### src/rtl/expgain_pkg.sv
package expgain_pkg;

    // Frame-start tracking states
    typedef enum logic {
        FS_OPEN = 1'b0,   // outside the frame-start pulse
        FS_HOLD = 1'b1    // inside the frame-start pulse, copy already taken
    } frame_state_e;

endpackage

### src/rtl/expgain_sync.sv
// Brings the step clock and direction into the main clock domain and
// produces a one-cycle pulse per rising edge of the step clock.
module expgain_sync #(
    parameter int STAGES = 2
) (
    input  logic clk,
    input  logic rst_n,
    input  logic step_clk,
    input  logic step_up,
    output logic step_pulse,
    output logic step_dir
);
    logic [STAGES-1:0] clk_sh;
    logic [STAGES-1:0] dir_sh;
    logic              clk_prev;

    always_ff @(posedge clk or negedge rst_n) begin
        if (!rst_n) begin
            clk_sh   <= '0;
            dir_sh   <= '0;
            clk_prev <= 1'b0;
        end else begin
            clk_sh   <= {clk_sh[STAGES-2:0], step_clk};
            dir_sh   <= {dir_sh[STAGES-2:0], step_up};
            clk_prev <= clk_sh[STAGES-1];
        end
    end

    assign step_pulse = clk_sh[STAGES-1] & ~clk_prev;
    assign step_dir   = dir_sh[STAGES-1];
endmodule

### src/rtl/expgain_step.sv
// Next-value arithmetic for one step: proportional exposure change with
// field carry/borrow, clamping, and hand-over to gain at the ceiling.
module expgain_step #(
    parameter int FW       = 8,
    parameter int GW       = 8,
    parameter int HI_MAX   = 162,
    parameter int HI_LINK  = 8,
    parameter int LO_MIN   = 16,
    parameter int LO_MAX   = 167,
    parameter int GAIN_MAX = 247,
    parameter int SHIFT    = 4
) (
    input  logic [2*FW-1:0] exp_in,
    input  logic [GW-1:0]   gain_in,
    input  logic            up,
    input  logic            analog,
    output logic [2*FW-1:0] exp_out,
    output logic [GW-1:0]   gain_out
);
    localparam int EW      = 2 * FW;
    localparam int LO_SPAN = LO_MAX - LO_MIN + 1;

    int   h, l, dl, dh, h_n, l_n;
    logic at_max;

    always_comb begin
        h   = int'(exp_in[EW-1:FW]);
        l   = int'(exp_in[FW-1:0]);
        dl  = int'(exp_in >> SHIFT);
        if (dl < 1) dl = 1;
        dh  = h / (1 << SHIFT);
        if (dh < 1) dh = 1;
        h_n = h;
        l_n = l;
        gain_out = gain_in;
        at_max = (h == HI_MAX) && (l == LO_MAX);

        if (up) begin
            if (at_max) begin
                if (analog && (int'(gain_in) < GAIN_MAX))
                    gain_out = gain_in + GW'(1);
            end else if (h > HI_LINK) begin
                h_n = h + dh;
                if (h_n > HI_MAX) h_n = HI_MAX;
                l_n = LO_MAX;
            end else begin
                l_n = l + dl;
                if (l_n > LO_MAX) begin
                    l_n = l_n - LO_SPAN;
                    h_n = h + 1;
                end
                if (h_n > HI_LINK) l_n = LO_MAX;
            end
        end else begin
            if (gain_in != '0) begin
                gain_out = gain_in - GW'(1);
            end else if (h > HI_LINK) begin
                h_n = h - dh;
                l_n = LO_MAX;
            end else begin
                l_n = l - dl;
                if (l_n < LO_MIN) begin
                    if (h == 0) begin
                        l_n = LO_MIN;
                    end else begin
                        h_n = h - 1;
                        l_n = l_n + LO_SPAN;
                    end
                end
            end
        end

        exp_out = {FW'(h_n), FW'(l_n)};
    end
endmodule

### src/rtl/expgain_ctrl.sv
module expgain_ctrl
    import expgain_pkg::*;
#(
    parameter int FW          = 8,
    parameter int GW          = 8,
    parameter int HI_MAX      = 162,
    parameter int HI_LINK     = 8,
    parameter int LO_MIN      = 16,
    parameter int LO_MAX      = 167,
    parameter int GAIN_MAX    = 247,
    parameter int SHIFT       = 4,
    parameter int SYNC_STAGES = 2
) (
    input  logic            clk,
    input  logic            rst_n,
    input  logic            step_clk,
    input  logic            step_up,
    input  logic            analog_mode,
    input  logic            frame_start,
    output logic [2*FW-1:0] exp_cur,
    output logic [GW-1:0]   gain_cur,
    output logic [2*FW-1:0] exp_frame,
    output logic [GW-1:0]   gain_frame
);
    localparam int              EW      = 2 * FW;
    localparam logic [EW-1:0]   EXP_TOP = {FW'(HI_MAX), FW'(LO_MAX)};

    frame_state_e    state, state_n;
    logic            step_pulse, step_dir;
    logic            take_step, latch_en;
    logic [EW-1:0]   exp_nx;
    logic [GW-1:0]   gain_nx;

    expgain_sync #(.STAGES(SYNC_STAGES)) u_sync (
        .clk        (clk),
        .rst_n      (rst_n),
        .step_clk   (step_clk),
        .step_up    (step_up),
        .step_pulse (step_pulse),
        .step_dir   (step_dir)
    );

    expgain_step #(
        .FW(FW), .GW(GW), .HI_MAX(HI_MAX), .HI_LINK(HI_LINK),
        .LO_MIN(LO_MIN), .LO_MAX(LO_MAX), .GAIN_MAX(GAIN_MAX), .SHIFT(SHIFT)
    ) u_step (
        .exp_in   (exp_cur),
        .gain_in  (gain_cur),
        .up       (step_dir),
        .analog   (analog_mode),
        .exp_out  (exp_nx),
        .gain_out (gain_nx)
    );

    // State register
    always_ff @(posedge clk or negedge rst_n) begin
        if (!rst_n) state <= FS_OPEN;
        else        state <= state_n;
    end

    // Transitions: capture (OPEN->HOLD), release (HOLD->OPEN)
    always_comb begin
        state_n = state;
        unique case (state)
            FS_OPEN: if (frame_start)  state_n = FS_HOLD;
            FS_HOLD: if (!frame_start) state_n = FS_OPEN;
        endcase
    end

    // Outputs of the state machine
    always_comb begin
        latch_en  = (state == FS_OPEN) && frame_start;
        take_step = step_pulse && !frame_start;
    end

    always_ff @(posedge clk or negedge rst_n) begin
        if (!rst_n) begin
            exp_cur    <= EXP_TOP;
            gain_cur   <= '0;
            exp_frame  <= EXP_TOP;
            gain_frame <= '0;
        end else begin
            if (take_step) begin
                exp_cur  <= exp_nx;
                gain_cur <= gain_nx;
            end
            if (latch_en) begin
                exp_frame  <= exp_cur;
                gain_frame <= gain_cur;
            end
        end
    end
endmodule

### config.mk
export PLATFORM = sky130hd
export DESIGN_NAME = expgain_ctrl
export DESIGN_NICKNAME = d
export VERILOG_FILES = /design/src/rtl/expgain_pkg.sv /design/src/rtl/expgain_sync.sv /design/src/rtl/expgain_step.sv /design/src/rtl/expgain_ctrl.sv
export SDC_FILE = /design/constraint.sdc
export NUM_CORES = 1
export LEC_CHECK = 0
export BUFFER_PORTS_ARGS = -buffer_cell sky130_fd_sc_hd__clkbuf_2
export CORE_MARGIN = 2
export CORE_UTILIZATION = 45
export CTS_CLUSTER_DIAMETER = 80
export DETAILED_ROUTE_END_ITERATION = 6
export GPL_ROUTABILITY_DRIVEN = 0
export PLACE_DENSITY = 0.74
export SYNTH_ARGS = -nofsm -noshare
export SYNTH_HDL_FRONTEND = slang
export SYNTH_SLANG_ARGS = --single-unit
### constraint.sdc
create_clock -name clk -period 4 [get_ports clk]
set_input_delay 0.2 -clock clk [delete_from_list [all_inputs] [get_ports clk]]
set_output_delay 0.2 -clock clk [all_outputs]
set_load 0.02 [all_outputs]
; ---- Word level (Yosys, flattened, before mapping)
; Index checks and enable logic that the tools add are counted.
[totals]
reg_bits = 54
latchBits = 0
ram_bits = 0
rom_bits = 0
input_bits = 6
output_inout_bits = 48
elab_cells = 77
memories = 0
[classes]
add_sub_neg = 10
mul = 0
div_mod_pow = 0
magnitude_cmp = 8
eq_ne = 7
shift = 0
muxes = 28
bitwise = 3
n_reduce_logical = 12
[op_table]
columns = op, n
row1 = 2-to-1 mux 8 bit, 21
row2 = 2-to-1 mux 32 bit, 4
row3 = greater-than comparator 32 x 5 -> 1 bit (second input constant), 1
row4 = less-than comparator 32 x 6 -> 1 bit (second input constant), 1
row5 = equality test 8 bit (second input constant), 2
row6 = subtractor 8 x 1 -> 8 bit (second input constant), 2
row7 = adder 8 x 12 -> 13 bit, 1
row8 = greater-than comparator 13 x 8 -> 1 bit (second input constant), 1
row9 = subtractor 8 x 12 -> 13 bit, 1
row10 = less-than comparator 12 x 1 -> 1 bit (second input constant), 1
row11 = 2-to-1 mux 12 bit, 1
row12 = adder 8 x 1 -> 9 bit (second input constant), 1
row13 = adder 8 x 4 -> 9 bit, 1
row14 = greater-than comparator 9 x 8 -> 1 bit (second input constant), 1
row15 = adder 8 x 1 -> 8 bit (second input constant), 1
row16 = adder 8 bit (second input constant), 1
row17 = greater-than comparator 8 x 4 -> 1 bit (second input constant), 1
row18 = zero test 8 bit, 1
row19 = less-than comparator 8 bit (second input constant), 1
row20 = nonzero test 8 bit, 1
row21 = subtractor 8 x 4 -> 8 bit, 1
row22 = subtractor 8 bit (second input constant), 1
row23 = AND reduction 5 bit, 1
row24 = logical AND 1 bit, 4
row25 = other kinds (13), 16

; ---- Logic depth before layout (Yosys ltp)
[logic_depth]
depth_word = 13
depth_mapped = 20
mapped_depth_nobuf = 19

; ---- Hierarchy
; A second synthesis with hierarchy kept.
[hier_totals]
cells_unflattened = 558
hier_area_um2 = 5141.2
[modules_own_cells]
columns = module, n_inst, cells_per_inst, area_per_inst_um2, seq_area_each_um2
row1 = expgain_step, 1, 447, 2967.8, 0.0
row2 = expgain_ctrl, 1, 105, 2034.5, 1246.2
row3 = expgain_sync, 1, 6, 138.9, 125.1

; ---- Worst setup path after synthesis
; Ideal clock, no wire load.
[synth_timing]
path_type = flip-flop to flip-flop
start = reg exp_cur[14]
end = reg exp_cur[5]
setup_ns = 0.080
t_arrival_ns = 4.229
required_ns = 3.920
setup_slack_ns = -0.309
stages_incl_launch_ff = 21
n_path_buf = 1
synth_period_minus_slack_ns = 4.309
cell_sequence = dfrtp_1 clkbuf_1 nor3_1 nand2_1 nor3_1 nand3_1 nand2_1 inv_1 fa_1 nor2b_1 o21ai_0 nand2_1 xnor2_1 inv_1 ha_1 nand2_1 o221ai_2 a21oi_1 nor4_1 a2111o_1 o22a_1
[synth_via]
elab_chain_len = 13
elab_cells_between_ends = 29
classes_between = add/sub: 5 / order compare: 5 / eq/ne: 2 / mux: 14 / reduce/logical: 3
[synth_lines]
columns = element, line_no
row1 = start: declaration, expgain_ctrl.sv:20  ; output logic [2*FW-1:0] exp_cur,
row2 = start signal: assignment, expgain_ctrl.sv:84  ; exp_cur <= exp_nx;
row3 = less-than comparator 12 x 1 -> 1 bit, expgain_step.sv:30  ; if (dl < 1) dl = 1;
row4 = 2-to-1 mux 12 bit, expgain_step.sv:30
row5 = adder 8 x 12 -> 13 bit, expgain_step.sv:47  ; l_n = l + dl;
row6 = greater-than comparator 13 x 8 -> 1 bit, expgain_step.sv:48  ; if (l_n > LO_MAX) begin
row7 = 2-to-1 mux 32 bit, expgain_step.sv:48
row8 = 2-to-1 mux 32 bit, expgain_step.sv:42  ; end else if (h > HI_LINK) begin
row9 = 2-to-1 mux 32 bit, expgain_step.sv:39  ; if (at_max) begin
row10 = 2-to-1 mux 32 bit, expgain_step.sv:38  ; if (up) begin
row11 = greater-than comparator 32 x 5 -> 1 bit, expgain_step.sv:52  ; if (h_n > HI_LINK) l_n = LO_MAX;
row12 = 2-to-1 mux 8 bit, expgain_step.sv:52
row13 = 2-to-1 mux 8 bit, expgain_step.sv:42
row14 = 2-to-1 mux 8 bit, expgain_step.sv:39
row15 = 2-to-1 mux 8 bit, expgain_step.sv:38
; Several ways; a longest one is shown, not always the timed one. The select of a mux whose other input is x is not followed.
; A chain may end at the register's enable or synchronous reset.

; ---- Final worst setup path
[layout_timing]
start = reg exp_cur[9]
end = reg exp_cur[2]
; Same word-level chain as after synthesis.

==> results.json <==
{
  "status": "completed",
  "r2r-end": "exp_cur[2]$_DFFE_PN1P_",
  "core_area_um2": 9770,
  "cts_buffer_depth": 2,
  "startpoint_type": "flop",
  "setup_slack_ns": 0.128,
  "cp_slowest_cell": "dfstp_2",
  "clock_skew_ns": 0.00794,
  "clk-insertion-delay-late_ns": 0.31,
  "ff2ff_setup_slack_ns": 0.13,
  "finalMaxSlewViolations": 0,
  "worstPathRequired_ns": 4.24,
  "grt_max_degree": 55,
  "synthTopCellsByArea": "dfrtp_1 21%, ha_1 10%, dfstp_2 9.3%",
  "cp_max_fo": 7,
  "reg2reg_depth": 18,
  "drt_pre_antenna_iters": 7,
  "place_area_um2": 5090,
  "worst_path_largest_cell_delay_ns": 0.54,
  "ys_seq_elements": 54,
  "drive_above_1_share": 0.289,
  "cts_tree": "done",
  "ys_types": 76,
  "synthArstFlopShare": 1.00,
  "endpoint_kind": "flop",
  "setup_viol": 0,
  "p_per_area_nw_per_um2": 800,
  "num_rows": 36,
  "setup_tns_ns": 0,
  "initial_core_util": 0.462,
  "cts_max_level": 2,
  "final_area_um2": 5300,
  "final_core_util": 0.542,
  "power.total_mw": 4.24,
  "grt_pass1_vias": 4258,
  "place_ws_ns": -0.0587,
  "antenna_found_initial": 0,
  "vias_per_cell": 6.12,
  "hpwl_um": 9790,
  "overflow": 0,
  "synth_edf_count": 0,
  "synthesis.area_um2": 4520,
  "wl_um": 13000,
  "synth.largest_area_cell": "dfrtp_1",
  "diodes": 0,
  "synth_fp_nets": 556,
  "cts_root_buffer": "clkbuf_8",
  "rsz0062_at_grt": "yes",
  "hold_class": "in -> async",
  "synth_top_area_frac": 0.211,
  "drc": 0,
  "path_class": "reg -> reg",
  "die_y_um": 104,
  "syn_area_per_cell_um2": 8.89,
  "ir_drop_mv": 0.288,
  "fp.dieW_um": 104,
  "cts_sinks": 54,
  "vias": 4348,
  "post-route-period-util": 0.968,
  "io_pins": 54,
  "numCtsBuffers": 5,
  "critPathBufInv": 2,
  "syn_to_final_growth_pct": 17.3,
  "die-area_um2": 10900,
  "cap_viol_max_count": 0,
  "fin_nets": 624,
  "io_buffers": 53,
  "maxSlewHeadroom": 0.535,
  "grt_usage": 0.235,
  "synthCells": 508,
  "crit_path_cell_trace": "inv_1 -> ha_1 -> nand3_2 -> nand2b_1 -> ha_2 -> fa_2 -> nor2b_1 -> o21ai_1 -> nand2_1 -> xnor2_2 -> inv_1 -> ha_1 -> nand2_2 -> o221ai_4 -> a21oi_4 -> nor3_1 -> or3_4 -> o21a_1",
  "max_freq_mhz": 258,
  "fin_crit_ns": 3.87,
  "cp_data_arrival_time_ns": 4.11,
  "wl_per_cell_um": 18.3,
  "worstMarginPinSlew_ns": 0.695,
  "synth_ff_type": "dfrtp_1",
  "ant_nets": 0,
  "ys_warn_count": 0,
  "grt_pass1_wl_um": 20800,
  "r2r-start": "exp_cur[9]$_DFFE_PN1P_",
  "p_leak_nw": 2.32,
  "drtIter0Drc": 396,
  "ys_seq_area_frac": 0.304,
  "crit_family": "simple AND/OR/NAND/NOR gates",
  "hold_violations": 0,
  "path_clk_slew_ns": 0.10
}
registers in the layout (all words and copies together), names as in the netlist:
name and flops:
exp_cur 16, exp_frame 16, gain_cur 8, gain_frame 8, u_sync.clk_sh 2, u_sync.dir_sh 2
state 1, u_sync.clk_prev 1
where the power goes:
part,internal (mW),switching [mW]
Sequential,0.714,0.141
Combinational,1.26,1.82
Clock,0.124,0.176
Total,2.10,2.14
cells by family after synthesis:
| kind of cell | Yosys count | synth area share |
|---|---|---|
| and+or+nand+nor | 167 | 0.194 |
| AOI/OAI and AO/OA | 146 | 0.229 |
| DFF | 54 | 0.304 |
| buffers and inverters | 53 | 0.0471 |
| adders and majority gates | 42 | 0.125 |
| muxes | 25 | 0.0612 |
| xor gates and xnor gates | 21 | 0.0407 |
layout by cell type, fill, tap and decap left out, types with 10 or more instances in the layout:
| cell type | netlist | final |
|---|---|---|
| clkbuf_2 | 0 | 53 |
| xnor2_1 | 14 | 13 |
| dfrtp_1 | 38 | 37 |
| nor2b_1 | 12 | 12 |
| inv_1 | 22 | 22 |
| ha_1 | 37 | 33 |
| a21oi_1 | 29 | 27 |
| dfstp_2 | 16 | 16 |
| nand2_1 | 38 | 36 |
| nor3_1 | 20 | 18 |
| mux2_2 | 21 | 21 |
| buf_4 | 1 | 33 |
| nand3_1 | 11 | 10 |
| o21ai_0 | 24 | 22 |
| nor2_1 | 31 | 30 |
| nand2b_1 | 10 | 10 |
cell usage after synthesis (4+ instances only):
cell type and number:
a211oi_1 5, a21o_1 10, a21oi_1 29, a31oi_1 9, clkbuf_1 22, dfrtp_1 38
dfstp_2 16, fa_1 5, ha_1 37, inv_1 22, mux2_2 21, mux2i_1 4
nand2_1 38, nand2b_1 10, nand3_1 11, nand4_1 9, nor2_1 31, nor2b_1 12
nor3_1 20, nor4_1 7, o211ai_1 6, o21a_1 7, o21ai_0 24, o21ai_1 8
o22ai_1 5, xnor2_1 14, xor2_1 7
worst max-delay path by stage:
stage / depth (start not counted) / slack [ns] / endpoint / startpoint
6_report: 18 / 0.13 / exp_cur[2]$_DFFE_PN1P_ / exp_cur[9]$_DFFE_PN1P_
3_3_place_gp: 19 / 0.13 / exp_cur[1]$_DFFE_PN1P_ / exp_cur[14]$_DFFE_PN0P_
4_1_cts: 17 / 0.02 / exp_cur[11]$_DFFE_PN0P_ / exp_cur[14]$_DFFE_PN0P_
3_5_place_dp: 19 / -0.06 / exp_cur[5]$_DFFE_PN1P_ / exp_cur[14]$_DFFE_PN0P_
2_1_floorplan: 20 / 0.02 / exp_cur[5]$_DFFE_PN1P_ / exp_cur[13]$_DFFE_PN1P_
5_1_grt: 19 / -0.02 / exp_cur[2]$_DFFE_PN1P_ / exp_cur[9]$_DFFE_PN1P_
final cells by class:
cell class                      count  area (um2)
Inverter                           26        97.6
Tap cell                          133         166
Clock buffer                        7        76.3
Multi-Input combinational cell    401        3040
Timing Repair Buffer               88         533
Sequential cell                    54        1370
Clock inverter                      1        7.51
Fill cell                         878        4480
through the flow:
| stage | hold slack (ns) | std cells |
|---|---|---|
| 6_report | 0.0103 | 710 |
| 5_1_grt | 0.00858 | 710 |
| 4_1_cts | 0.0113 | 707 |
| 3_5_place_dp | 0.312 | 697 |
| 3_3_place_gp | 0.309 | 697 |
| 2_1_floorplan | -0.0956 | 508 |
routing by layer:
metal | GRT usage | share of wire
met2 | 0.391 | 0.48
met4 | 0.0830 | 0.028
met1 | 0.305 | 0.42
met3 | 0.0451 | 0.070
met5 | 0 | 0
repair_timing:
action	in CTS	in global routing
resized for setup	3	18
pin swaps	0	12
endpoints found under the setup margin	10	15
setup buffers	0	3
hold buffers	2	0
endpoints found under the hold margin	2	0
(Power assumes the default switching activity.)
